`src/rtl/srx_pkg.sv`:
```
package srx_pkg;
  typedef enum logic [2:0] {
    ST_IDLE, ST_START, ST_DATA, ST_PAR, ST_STOP1, ST_STOP2
  } rx_state_e;

  typedef struct packed {
    logic fe;
    logic pe;
  } frame_stat_t;
endpackage

```
`src/rtl/srx_sync.sv`:
```
module srx_sync #(
  parameter int STAGES = 2
) (
  input  logic clk,
  input  logic rst_n,
  input  logic din,
  output logic dout
);
  logic [STAGES-1:0] pipe;

  always_ff @(posedge clk or negedge rst_n) begin
    if (!rst_n) pipe <= '1;
    else        pipe <= {pipe[STAGES-2:0], din};
  end

  assign dout = pipe[STAGES-1];
endmodule

```
`src/rtl/srx_frame_fsm.sv`:
```
module srx_frame_fsm
  import srx_pkg::*;
#(
  parameter int MAX_BITS = 9,
  parameter int OS_RATE  = 16
) (
  input  logic                clk,
  input  logic                rst_n,
  input  logic                enable,
  input  logic                os_tick,
  input  logic                rx,
  input  logic [1:0]          char_len,
  input  logic                par_en,
  input  logic                par_odd,
  input  logic                two_stop,
  input  logic                buf_full,
  output logic                ovr_hit,
  output logic                xfer,
  output logic [MAX_BITS-1:0] xfer_data,
  output frame_stat_t         xfer_stat
);
  localparam int CW  = $clog2(OS_RATE);
  localparam int IW  = $clog2(MAX_BITS);
  localparam int MID = OS_RATE / 2 - 1;

  rx_state_e           state;
  logic [CW-1:0]       cnt;
  logic [IW-1:0]       idx;
  logic [IW-1:0]       last_idx;
  logic [MAX_BITS-1:0] shreg;
  logic                rx_prev, par_acc, stop_bad, frame_ovr;
  logic                samp, prefinal;

  always_comb begin
    case (char_len)
      2'b00:   last_idx = IW'(6);
      2'b10:   last_idx = IW'(8);
      default: last_idx = IW'(7);
    endcase
  end

  assign samp = os_tick && (cnt == CW'(OS_RATE - 1));

  always_comb begin
    prefinal = 1'b0;
    if (samp) begin
      case (state)
        ST_DATA:  prefinal = (idx == last_idx) && !par_en && !two_stop;
        ST_PAR:   prefinal = !two_stop;
        ST_STOP1: prefinal = two_stop;
        default:  prefinal = 1'b0;
      endcase
    end
  end

  always_ff @(posedge clk or negedge rst_n) begin
    if (!rst_n) begin
      state     <= ST_IDLE;
      cnt       <= '0;
      idx       <= '0;
      shreg     <= '0;
      rx_prev   <= 1'b1;
      par_acc   <= 1'b0;
      stop_bad  <= 1'b0;
      frame_ovr <= 1'b0;
      ovr_hit   <= 1'b0;
      xfer      <= 1'b0;
      xfer_data <= '0;
      xfer_stat <= '0;
    end else begin
      ovr_hit <= 1'b0;
      xfer    <= 1'b0;
      rx_prev <= rx;
      if (prefinal && buf_full) begin
        frame_ovr <= 1'b1;
        ovr_hit   <= 1'b1;
      end
      if (!enable) begin
        state <= ST_IDLE;
      end else begin
        case (state)
          ST_IDLE: begin
            if (rx_prev && !rx) begin
              state <= ST_START;
              cnt   <= '0;
            end
          end
          ST_START: begin
            if (os_tick) begin
              if (cnt == CW'(MID)) begin
                cnt <= '0;
                if (!rx) begin
                  state     <= ST_DATA;
                  idx       <= '0;
                  shreg     <= '0;
                  par_acc   <= 1'b0;
                  stop_bad  <= 1'b0;
                  frame_ovr <= 1'b0;
                end else begin
                  state <= ST_IDLE;
                end
              end else begin
                cnt <= cnt + 1'b1;
              end
            end
          end
          default: begin
            if (os_tick) cnt <= cnt + 1'b1;
            if (samp) begin
              cnt <= '0;
              case (state)
                ST_DATA: begin
                  shreg[idx] <= rx;
                  par_acc    <= par_acc ^ rx;
                  if (idx == last_idx) state <= par_en ? ST_PAR : ST_STOP1;
                  else                 idx   <= idx + 1'b1;
                end
                ST_PAR: begin
                  par_acc <= par_acc ^ rx;
                  state   <= ST_STOP1;
                end
                ST_STOP1: begin
                  if (two_stop) begin
                    stop_bad <= !rx;
                    state    <= ST_STOP2;
                  end else begin
                    state        <= ST_IDLE;
                    xfer         <= !frame_ovr && !(prefinal && buf_full);
                    xfer_data    <= shreg;
                    xfer_stat.fe <= !rx;
                    xfer_stat.pe <= par_en && (par_acc != par_odd);
                  end
                end
                default: begin
                  state        <= ST_IDLE;
                  xfer         <= !frame_ovr;
                  xfer_data    <= shreg;
                  xfer_stat.fe <= stop_bad || !rx;
                  xfer_stat.pe <= par_en && (par_acc != par_odd);
                end
              endcase
            end
          end
        endcase
      end
    end
  end
endmodule

```
`src/rtl/srx_rx_buffer.sv`:
```
module srx_rx_buffer
  import srx_pkg::*;
#(
  parameter int MAX_BITS = 9
) (
  input  logic                clk,
  input  logic                rst_n,
  input  logic                enable,
  input  logic                ovr_hit,
  input  logic                xfer,
  input  logic [MAX_BITS-1:0] xfer_data,
  input  frame_stat_t         xfer_stat,
  input  logic                buf_ready,
  output logic                buf_valid,
  output logic [MAX_BITS-1:0] buf_data,
  output logic                rx_irq,
  output logic                ovr_err,
  output logic                frame_err,
  output logic                par_err
);
  logic take;
  assign take = buf_valid && buf_ready;

  always_ff @(posedge clk or negedge rst_n) begin
    if (!rst_n) begin
      buf_valid <= 1'b0;
      buf_data  <= '0;
      rx_irq    <= 1'b0;
      ovr_err   <= 1'b0;
      frame_err <= 1'b0;
      par_err   <= 1'b0;
    end else begin
      rx_irq <= 1'b0;
      if (take) buf_valid <= 1'b0;
      if (!enable) begin
        ovr_err   <= 1'b0;
        frame_err <= 1'b0;
        par_err   <= 1'b0;
      end else begin
        if (take) begin
          frame_err <= 1'b0;
          par_err   <= 1'b0;
        end
        if (ovr_hit) ovr_err <= 1'b1;
        if (xfer) begin
          buf_data  <= xfer_data;
          buf_valid <= 1'b1;
          rx_irq    <= 1'b1;
          frame_err <= frame_err || xfer_stat.fe;
          par_err   <= par_err || xfer_stat.pe;
        end
      end
    end
  end
endmodule

```
`src/rtl/serial_rx_core.sv`:
```
module serial_rx_core
  import srx_pkg::*;
#(
  parameter int MAX_BITS    = 9,
  parameter int OS_RATE     = 16,
  parameter int SYNC_STAGES = 2
) (
  input  logic                clk,
  input  logic                rst_n,
  input  logic                os_tick,
  input  logic                rx_line,
  input  logic [2:0]          mode_sel,
  input  logic                rx_en,
  input  logic [1:0]          char_len,
  input  logic                par_en,
  input  logic                par_odd,
  input  logic                two_stop,
  input  logic                buf_ready,
  output logic                buf_valid,
  output logic [MAX_BITS-1:0] buf_data,
  output logic                rx_irq,
  output logic                ovr_err,
  output logic                frame_err,
  output logic                par_err,
  output logic                err_sum
);
  logic                enable, rx_s, ovr_hit, xfer;
  logic [MAX_BITS-1:0] xfer_data;
  frame_stat_t         xfer_stat;

  assign enable = rx_en && (mode_sel != 3'b000);

  srx_sync #(.STAGES(SYNC_STAGES)) u_sync (
    .clk(clk), .rst_n(rst_n), .din(rx_line), .dout(rx_s)
  );

  srx_frame_fsm #(.MAX_BITS(MAX_BITS), .OS_RATE(OS_RATE)) u_fsm (
    .clk(clk), .rst_n(rst_n), .enable(enable), .os_tick(os_tick), .rx(rx_s),
    .char_len(char_len), .par_en(par_en), .par_odd(par_odd),
    .two_stop(two_stop), .buf_full(buf_valid), .ovr_hit(ovr_hit),
    .xfer(xfer), .xfer_data(xfer_data), .xfer_stat(xfer_stat)
  );

  srx_rx_buffer #(.MAX_BITS(MAX_BITS)) u_buf (
    .clk(clk), .rst_n(rst_n), .enable(enable), .ovr_hit(ovr_hit),
    .xfer(xfer), .xfer_data(xfer_data), .xfer_stat(xfer_stat),
    .buf_ready(buf_ready), .buf_valid(buf_valid), .buf_data(buf_data),
    .rx_irq(rx_irq), .ovr_err(ovr_err), .frame_err(frame_err),
    .par_err(par_err)
  );

  assign err_sum = ovr_err || frame_err || par_err;
endmodule

```
`config.mk`:
```
export PLATFORM = sky130hd
export DESIGN_NAME = serial_rx_core
export DESIGN_NICKNAME = d
export VERILOG_FILES = /design/src/rtl/srx_pkg.sv /design/src/rtl/srx_sync.sv /design/src/rtl/srx_frame_fsm.sv /design/src/rtl/srx_rx_buffer.sv /design/src/rtl/serial_rx_core.sv
export SDC_FILE = /design/constraint.sdc
export NUM_CORES = 1
export LEC_CHECK = 0
export BUFFER_PORTS_ARGS = -buffer_cell sky130_fd_sc_hd__buf_2
export CORE_UTILIZATION = 52
export CTS_BUF_LIST = sky130_fd_sc_hd__clkbuf_16
export CTS_CLUSTER_DIAMETER = 60
export DETAILED_ROUTE_END_ITERATION = 16
export PLACE_DENSITY = 0.82
export SLEW_MARGIN = 25
export SYNTH_ARGS = -nofsm -noshare
export SYNTH_HDL_FRONTEND = slang
export SYNTH_HIERARCHICAL = 1
export SYNTH_SLANG_ARGS = --single-unit
```
`constraint.sdc`:
```
create_clock -name clk -period 1.71 [get_ports clk]
set_input_delay 0.342 -clock clk [delete_from_list [all_inputs] [get_ports clk]]
set_output_delay 0.342 -clock clk [all_outputs]
set_load 0.01 [all_outputs]
```
; After elaboration in Yosys (flattened, before gate mapping)
; Index checks and enable logic that the tools add are counted.
[totals]
ff_bits = 53
inputBits = 14
output_inout_bits = 15
elab_cells = 163
[op_classes]
addsub = 2
magnitude_cmp = 2
eq_ne = 22
muxes = 74
n_bitwise = 4
n_reduce_logical = 39
[ops]
columns = cell, n
row1 = $mux W9, 6
row2 = $mux W4, 11
row3 = $pmux W9 S2, 2
row4 = $mux W1, 33
row5 = $mux W3, 8
row6 = $pmux W4 S2, 3
row7 = $reduce_and A8 Y1, 2
row8 = $reduce_and A7 Y1, 2
row9 = $ne A3 B3 Y1 const B, 4
row10 = $logic_and A1 B1 Y1, 10
row11 = $ne A2 B2 Y1 const B, 5
row12 = $reduce_and A5 Y1, 2
row13 = $reduce_bool A2 Y1, 5
row14 = $bwmux W9, 1
row15 = $pmux W3 S3, 1
row16 = $add A4 B1 Y4 const B, 2
row17 = $eq A3 B2 Y1 const B, 2
row18 = $pmux W1 S2, 3
row19 = $pmux W3 S2, 1
row20 = $reduce_bool A3 Y1, 2
row21 = $logic_not A1 Y1, 5
row22 = $logic_or A1 B1 Y1, 5
row23 = $lt A4 B5 Y1 const B, 1
row24 = $ne A5 B5 Y1 const B, 1
row25 = other kinds (21), 26

; Longest topological paths before layout
; Gate-level depths: netlist (run 1).
[depth]
ltp_word = 15
depth_mapped = 8
depth_no_buf = 6

; Cells and area by module
; The synthesis (run 1) kept the hierarchy.
[by_module_without_submodules]
columns = mod, instances, cells_each, area_each_um2, seq_area_each_um2
row1 = srx_frame_fsm, 1, 213, 2062.0, 927.1
row2 = srx_rx_buffer, 1, 36, 545.5, 350.3
row3 = srx_sync, 1, 2, 52.6, 52.6
row4 = serial_rx_core, 1, 2, 15.0, 0.0

; Least setup slack after synthesis (run 1)
; Ideal clock, no wire load.
[synth_path]
kind = input to register
from = in mode_sel[1]
to = reg u_fsm.shreg[4]
setup_ns = 0.064
arrival_ns = 1.727
required_ns = 1.646
setup_slack_ns = -0.081
path_stages = 8
path_buffers = 2
cell_sequence = o31a_1 buf_2 nand4_1 nor2_1 buf_4 nand3_1 nor3_1 a21bo_2
[synth_between]
elab_chain_cells = 3
[synth_rtl]
columns = item, line
row1 = from (decl), serial_rx_core.sv:12  ; input logic [2:0] mode_sel,
row2 = $reduce_bool A3 Y1, serial_rx_core.sv:31  ; assign enable = rx_en && (mode_sel != 3'b000);
row3 = $logic_and A1 B1 Y1, serial_rx_core.sv:31
row4 = $reduce_and A7 Y1 (no source line), n/a
row5 = "to (signal, indexed assignment)", srx_frame_fsm.sv:113  ; shreg[idx] <= rx;
row6 = to (decl), srx_frame_fsm.sv:30  ; logic [MAX_BITS-1:0] shreg;
; Every way passes these cells.
; A chain may end at the register's enable or synchronous reset.

; Final worst setup path (run 1)
[layout_path]
from = reg u_fsm.cnt[3]
to = reg u_fsm.idx[3]
[layout_between]
elab_chain_cells = 4
elab_cells_between_ends = 6
classes_between = 3 x eq/ne / 3 x reduce/logical
[layout_rtl]
columns = item, line
row1 = from (decl), srx_frame_fsm.sv:27  ; logic [CW-1:0] cnt;
row2 = from (signal assigned), srx_frame_fsm.sv:103  ; cnt <= cnt + 1'b1;
row3 = from (signal assigned), srx_frame_fsm.sv:108  ; if (os_tick) cnt <= cnt + 1'b1;
row4 = $eq A4 B4 Y1, srx_frame_fsm.sv:42  ; assign samp = os_tick && (cnt == CW'(OS_RATE - 1));
row5 = $logic_and A1 B1 Y1, srx_frame_fsm.sv:42
row6 = $reduce_bool A2 Y1 (no source line), n/a
row7 = $reduce_and A8 Y1 (no source line) *, n/a
row8 = to (signal assigned), srx_frame_fsm.sv:116  ; else idx <= idx + 1'b1;
row9 = to (decl), srx_frame_fsm.sv:28  ; logic [IW-1:0] idx;
; Every way passes the cells marked *; elsewhere a longest branch is shown, timed or not.

==> flow_summary.yaml, run 1 <==
setup_path:
  crit_type: "reg -> reg"
  arrival_ps: 1940
  path_delay_family: "compound AO/OA/AOI/OAI gates"
  crit_path_end_kind: "flop"
  worstPathRequired_ps: 1880
  worstSetupStartpoint: "u_fsm/cnt[3]$_DFFE_PN0P_"
  r2r_cells: 6
  slowest_stage: "dfrtp_1"
  crit_fanout: 7
  cp.buffers_inverters: 1
  worstSetupPathDepth: 6
  startpoint_type: "flop"
  crit_chain: "and2_1, and2b_4, a31oi_1, buf_4, o41ai_1, a21oi_2"
  critPathMaxStageDelay_ps: 510
  r2r-start: "u_fsm/cnt[3]$_DFFE_PN0P_"
layout:
  antennaDiodeCount: 0
  final_nets: 344
  syn_to_final_growth_pct: 28.7
  final_layout_size_suffix_gt1_share_pct: 40.8
  finish.instance_area_um2: 3440
placed_design:
  gp_congestion: 0.979
  dp_slack_ps: -100
  port_buffers: 28
  place_area_um2: 3180
  dp.final_hpwl_mm: 4.53
timing:
  period_needed_ps: 1770
  holdWs_ps: 144
  tns_ps: -55.6
  tightest_slew_ps: 523
  finalHoldViolations: 0
  fmax_mhz: 566
  relSlewSlack_pct: 65.0
  layout_setup_ws_ps: -55.6
  final.period_utilization_pct: 103
  grt_setup_unrepaired: "true"
  finalClockSkew_ps: 6.01
  finalMaxSlewViolations: 0
  finalSetupViolCount: 1
power_and_ir_drop:
  power_density_nw_per_um2: 928
  vdd_drop_max_v: 0.000516
  power.switching_mw: 0.965
  power_frac_comb_pct: 25.2
  p_sw_share_pct: 30.2
  seqPwrFrac_pct: 42.8
  p_int_mw: 2.23
  p_leak_nw: 1.71
  clockPowerShare_pct: 32.0
route:
  drtIter0Drc: 222
  drt_wl_total_mm: 6.62
  drc_errors: 0
  firstDrtPassIters: 5
  vias_per_cell: 5.95
  routedWlPerCell_um: 16.8
  num_vias: 2340
  drtAntennaViolNets: 0
clocking:
  cts_root_buffer: "clkbuf_16"
  cts_sinks: 53
  cts_tree: "built"
  clk_pin_slew_ps: 70
  cts_buffer_depth: 2
  htreeDepth: 2
  cts_made_buffers: 5
  clk_latency_ps: 290
synthesis:
  synth_warnings: 6
  synth_most_common_cell: "dfrtp_1"
  syn_avg_cell_area_um2: 10.6
  synthArstFlopShare_pct: 100
  synth_cells: 253
  syn_area_um2: 2680
  syn_nets: 272
  synth_ff_type: "dfrtp_1"
  ys_ff_latch: 53
  synth_common_cells: "dfrtp_1, nand2_1, o21ai_0"
  synth_top_area_cell: "dfrtp_1"
  synth.area.top_cells: "dfrtp_1, mux2_2, nand2_1"
  yosysTopAreaCellShare_pct: 46.8
  synth_cell_types: 50
  synth_enable_flop_cells: 0
  ys_seq_area_share_pct: 49.7
die:
  die_x_um: 73.7
  dieHeight_um: 73.7
  fp-row-count: 25
  ioPinCount: 29
  core_um2: 4850
  initial_core_util_pct: 55.2
  die_area_um2: 5440
global_routing:
  grt_max_degree: 29
  grt_pass1_vias: 2173
  use_met3_pct: 4.25
  antenna_found_initial: 0
  grt.total_usage_pct: 25.0
  grt_pass1_wl_mm: 10.2
  grt_overflow: 0
  use_met1_pct: 31.6
  grt.met2_usage_pct: 42.7
  top_usage_layer: "met2"
run_status:
  status: "finished with violations"
  violations: "setup timing"
run:
  maxCapViolCount: 0
worst_hold_path:
  worstHoldPathCells: 1
  worstHoldStart: "rx_line"
  hold_class: "in -> reg"
timing repair:
item                                    CTS  global route
hold buffers                              1             0
gates resized for setup                   2            20
endpoints found under the hold margin    10             0
pin swaps                                 0             7
buffers inserted                          0             3
endpoints found under the setup margin   12            24
routing by layer:
layer | vias up | routed length (um)
li1 | 1056 | -
met1 | 1140 | 2770
met2 | 118 | 3230
met3 | 26 | 398
met4 | 0 | 213
met5 | - | 0
power groups by stage:
stage	combinational [mW]	clock [mW]	sequential, mW
after floorplan	0.426	0	1.36
after global placement	0.702	0	1.38
after detailed placement	0.718	0	1.38
after CTS	0.728	1.04	1.36
after global routing	0.873	1.09	1.37
final	0.804	1.02	1.37
registers in the layout, indices dropped and copies added, names as in the netlist:
name,count
u_buf/buf_data,9
u_buf/buf_valid,1
u_buf/frame_err,1
u_buf/ovr_err,1
u_buf/par_err,1
u_buf/rx_irq,1
u_fsm/cnt,4
u_fsm/frame_ovr,1
u_fsm/idx,4
u_fsm/ovr_hit,1
u_fsm/par_acc,1
u_fsm/rx_prev,1
u_fsm/shreg,9
u_fsm/state,3
u_fsm/stop_bad,1
u_fsm/xfer,1
u_fsm/xfer_data,9
u_fsm/xfer_stat,2
u_sync/pipe,2
cell type report:
type	count	area [um2]
clock buffers	5	125
clock inverters	3	25.0
fillers	327	1410
inverters	10	37.5
multi-input cells	180	1310
flip-flops and latches	53	1330
well taps	67	83.8
repair buffers	75	524
stage by stage:
stage	total power [mW]	std cells	util (%)
5_1_grt	3.34	393	71.0
2_1_floorplan	1.78	253	-
6_report	3.19	393	71.0
3_3_place_gp	2.08	381	65.5
4_1_cts	3.13	390	68.9
3_5_place_dp	2.10	381	65.5
layout by cell type (no fill, tap or decap), types with 2 or more instances in the layout:
cell type / netlist / routed
a21bo_2: 4 / 4
a21oi_1: 17 / 15
a21oi_2: 0 / 2
a31oi_1: 3 / 3
a41o_1: 2 / 2
and2_1: 4 / 4
and2b_1: 2 / 2
buf_12: 0 / 2
buf_2: 5 / 28
buf_4: 2 / 43
clkbuf_16: 0 / 5
dfrtp_1: 50 / 48
dfrtp_2: 0 / 2
dfstp_2: 3 / 3
ha_1: 5 / 4
inv_1: 10 / 10
mux2_2: 13 / 13
mux2_4: 6 / 6
mux2i_1: 4 / 4
nand2_1: 32 / 32
nand3_1: 7 / 6
nand3b_1: 3 / 3
nand4_1: 5 / 5
nor2_1: 11 / 9
nor2_2: 1 / 3
nor2b_1: 3 / 3
nor3_2: 0 / 2
o21a_1: 2 / 2
o21ai_0: 22 / 20
o22ai_1: 3 / 3
o31a_1: 2 / 2
or3_1: 2 / 2
final timing paths:
check | end | slack, ps
setup reg to reg | u_fsm/idx[3]$_DFFE_PN0P_ | -60
hold / removal | u_sync/pipe[0]$_DFF_PN1_ | 140
max in group asynchronous | u_buf/buf_data[6]$_DFFE_PN0P_ | 670
hold reg to reg | u_sync/pipe[1]$_DFF_PN1_ | 360
setup / recovery | u_fsm/idx[3]$_DFFE_PN0P_ | -60
min in group asynchronous | u_fsm/par_acc$_DFFE_PN0P_ | 520
kinds of logic after synthesis:
group | share of synthesized area [%]
xor gates and xnor gates | 0.327
AOI/OAI and AO/OA | 16.0
DFF | 49.7
and+or+nand+nor | 17.1
adders and majority gates | 2.34
muxes | 10.3
buffers and inverters | 4.16
(Power assumes the default switching activity.)
==> run 2, diff against run 1 <==
--- a/config.mk
+++ b/config.mk
@@ -10,7 +10,8 @@
 export CTS_BUF_LIST = sky130_fd_sc_hd__clkbuf_16
 export CTS_CLUSTER_DIAMETER = 60
 export DETAILED_ROUTE_END_ITERATION = 16
-export PLACE_DENSITY = 0.82
+export PLACE_DENSITY = 0.75
+export REMOVE_ABC_BUFFERS = 1
 export SLEW_MARGIN = 25
 export SYNTH_ARGS = -nofsm -noshare
 export SYNTH_HDL_FRONTEND = slang
==> run 2 against run 1 <==
Effect of this change:
- the flow still finishes with violations (setup timing)
- via count decreased by 6.7%
- power increased by 4.8%
- worst setup slack improved by 30 ps
- critical path depth decreased by 1
- wire length decreased by 6.6%
- maximum frequency increased by 1.7%
- design area increased by 1.2%
- sequential power about the same
- critical endpoint unchanged
- largest power group unchanged
- highest routed layer unchanged
==> flow_summary.yaml, run 2 (synthesis gave the netlist of run 1 again) <==
clocking:
  cts_root_buffer: "clkbuf_16"
  htreeDepth: 2
  cts_tree: "built"
  clk_pin_slew_ps: 70
  cts_sinks: 53
  cts_made_buffers: 5
  cts_buffer_depth: 2
  clk_latency_ps: 290
  cts_hold_buffers: 0
placed_design:
  dp.final_hpwl_mm: 4.37
  place_area_um2: 3190
  placedCellCount: 381
  gp_congestion: 0.924
  port_buffers: 28
run:
  maxCapViolCount: 0
setup_path:
  crit_type: "reg -> reg"
  crit_path_end_kind: "flop"
  crit_fanout: 4
  worstPathRequired_ps: 1930
  startpoint_type: "flop"
  r2r-start: "u_fsm/idx[3]$_DFFE_PN0P_"
  arrival_ps: 1960
  worstSetupStartpoint: "u_fsm/idx[3]$_DFFE_PN0P_"
die:
  ioPinCount: 29
  core_um2: 4850
  die_area_um2: 5440
  die_x_um: 73.7
  initial_core_util_pct: 55.2
  dieHeight_um: 73.7
  fp-row-count: 25
layout:
  final_cell_mix: "dfrtp_1, buf_4, nand2_1, buf_2, o21ai_0"
  seqCellArea_um2: 1340
  utilization_pct: 71.8
  antennaDiodeCount: 0
  final_nets: 342
  finish.instance_area_um2: 3480
  final_layout_size_suffix_gt1_share_pct: 41.4
  final_common_cell: "dfrtp_1"
  final_cell_count_no_fill: 391
  reg_top3: "u_buf/buf_data: 9 flops, u_fsm/shreg: 9 flops, u_fsm/xfer_data: 9 flops"
  fillCellCount: 352
  syn_to_final_growth_pct: 30.2
  multi_input_area_um2: 1340
timing:
  finalHoldViolations: 0
  layout_setup_ws_ps: -25.3
  finalClockSkew_ps: 4.84
  period_needed_ps: 1740
  relSlewSlack_pct: 66.0
  finalMaxSlewViolations: 0
  finalSetupViolCount: 2
  final.period_utilization_pct: 101
  tightest_slew_ps: 510
  holdWs_ps: 21.3
  fmax_mhz: 576
  grt_setup_unrepaired: "true"
route:
  firstDrtPassIters: 4
  vias_per_cell: 5.58
  drtAntennaViolNets: 0
  drt_wl_total_mm: 6.18
  num_vias: 2183
  routedWlPerCell_um: 15.8
  drtIter0Drc: 150
  drc_errors: 0
run_status:
  status: "finished with violations"
  violations: "setup timing"
worst_hold_path:
  hold_class: "in -> async"
power_and_ir_drop:
  power_density_nw_per_um2: 961
  vdd_drop_max_v: 0.000585
  p_leak_nw: 1.74
  total_power_mw: 3.35
global_routing:
  grt_pass1_vias: 2037
  grt.total_usage_pct: 23.5
  antenna_found_initial: 0
  grt_max_degree: 34
  grt_pass1_wl_mm: 9.61
  grt_overflow: 0
[run 2: changes by cell type in the layout (fill, tap and decap cells not counted), sizes merged]
cell / before / now
bufinv: 0 / 1
dlygate4sd3: 1 / 0
clkinvlp: 1 / 0
buf: 74 / 73
[run 2: worst paths after layout]
kind / end / slack, ps / depth (start not counted)
max: u_fsm/idx[3]$_DFFE_PN0P_ / -30 / 5
min: u_fsm/par_acc$_DFFE_PN0P_ / 20 / 1
max reg2reg: u_fsm/idx[3]$_DFFE_PN0P_ / -30 / 5
min reg2reg: u_sync/pipe[1]$_DFF_PN1_ / 360 / 0
max in group asynchronous: u_fsm/state[2]$_DFFE_PN0P_ / 1140 / 2
min in group clk: u_sync/pipe[0]$_DFF_PN1_ / 150 / 1
[run 2: repair_timing]
action	CTS	global route
endpoints found under the setup margin	10	25
gates cloned	0	0
pin swaps	3	7
gates resized for setup	7	21
buffers inserted	1	1
[run 2: final cells by class]
type | count | share of cell area [%]
multi-input cells | 180 | 38.6
flip-flops and latches | 53 | 38.3
repair buffers | 73 | 14.8
clock buffers | 5 | 3.59
well taps | 67 | 2.41
clock inverters | 3 | 1.22
inverters | 10 | 1.08
[run 2: metrics by stage]
stage                     setup TNS, ps  worst slack (ps)
after CTS                             0              10.4
after detailed placement          -1510              -185
after global routing               -376             -93.0
after global placement            -1040              -139
after floorplan                   -3250              -345
final                             -26.3             -25.3
[run 2: layer usage]
layer | wire [um] | track usage (%) | share of wire, % | up-vias
met5 | 0 | 0 | 0 | -
li1 | - | - | - | 1051
met2 | 3170 | 39.9 | 51 | 57
met4 | 74 | 5.98 | 1.2 | 0
met3 | 239 | 3.70 | 3.9 | 8
met1 | 2700 | 31.4 | 44 | 1067
[run 2: worst max-delay path: stages (launching register included)]
cell and delay (ps):
dfrtp_1 410, and2b_1 200, nand4_1 210, a31oi_2 170, or4b_4 540, a21oi_2 140
[run 2: report_power, final]
| part | leakage (nW) | internal (mW) | switching, mW |
|---|---|---|---|
| combinational | 0.945 | 0.425 | 0.430 |
| clock | 0.0852 | 0.688 | 0.431 |
| sequential | 0.707 | 1.30 | 0.0726 |
| total | 1.74 | 2.41 | 0.933 |
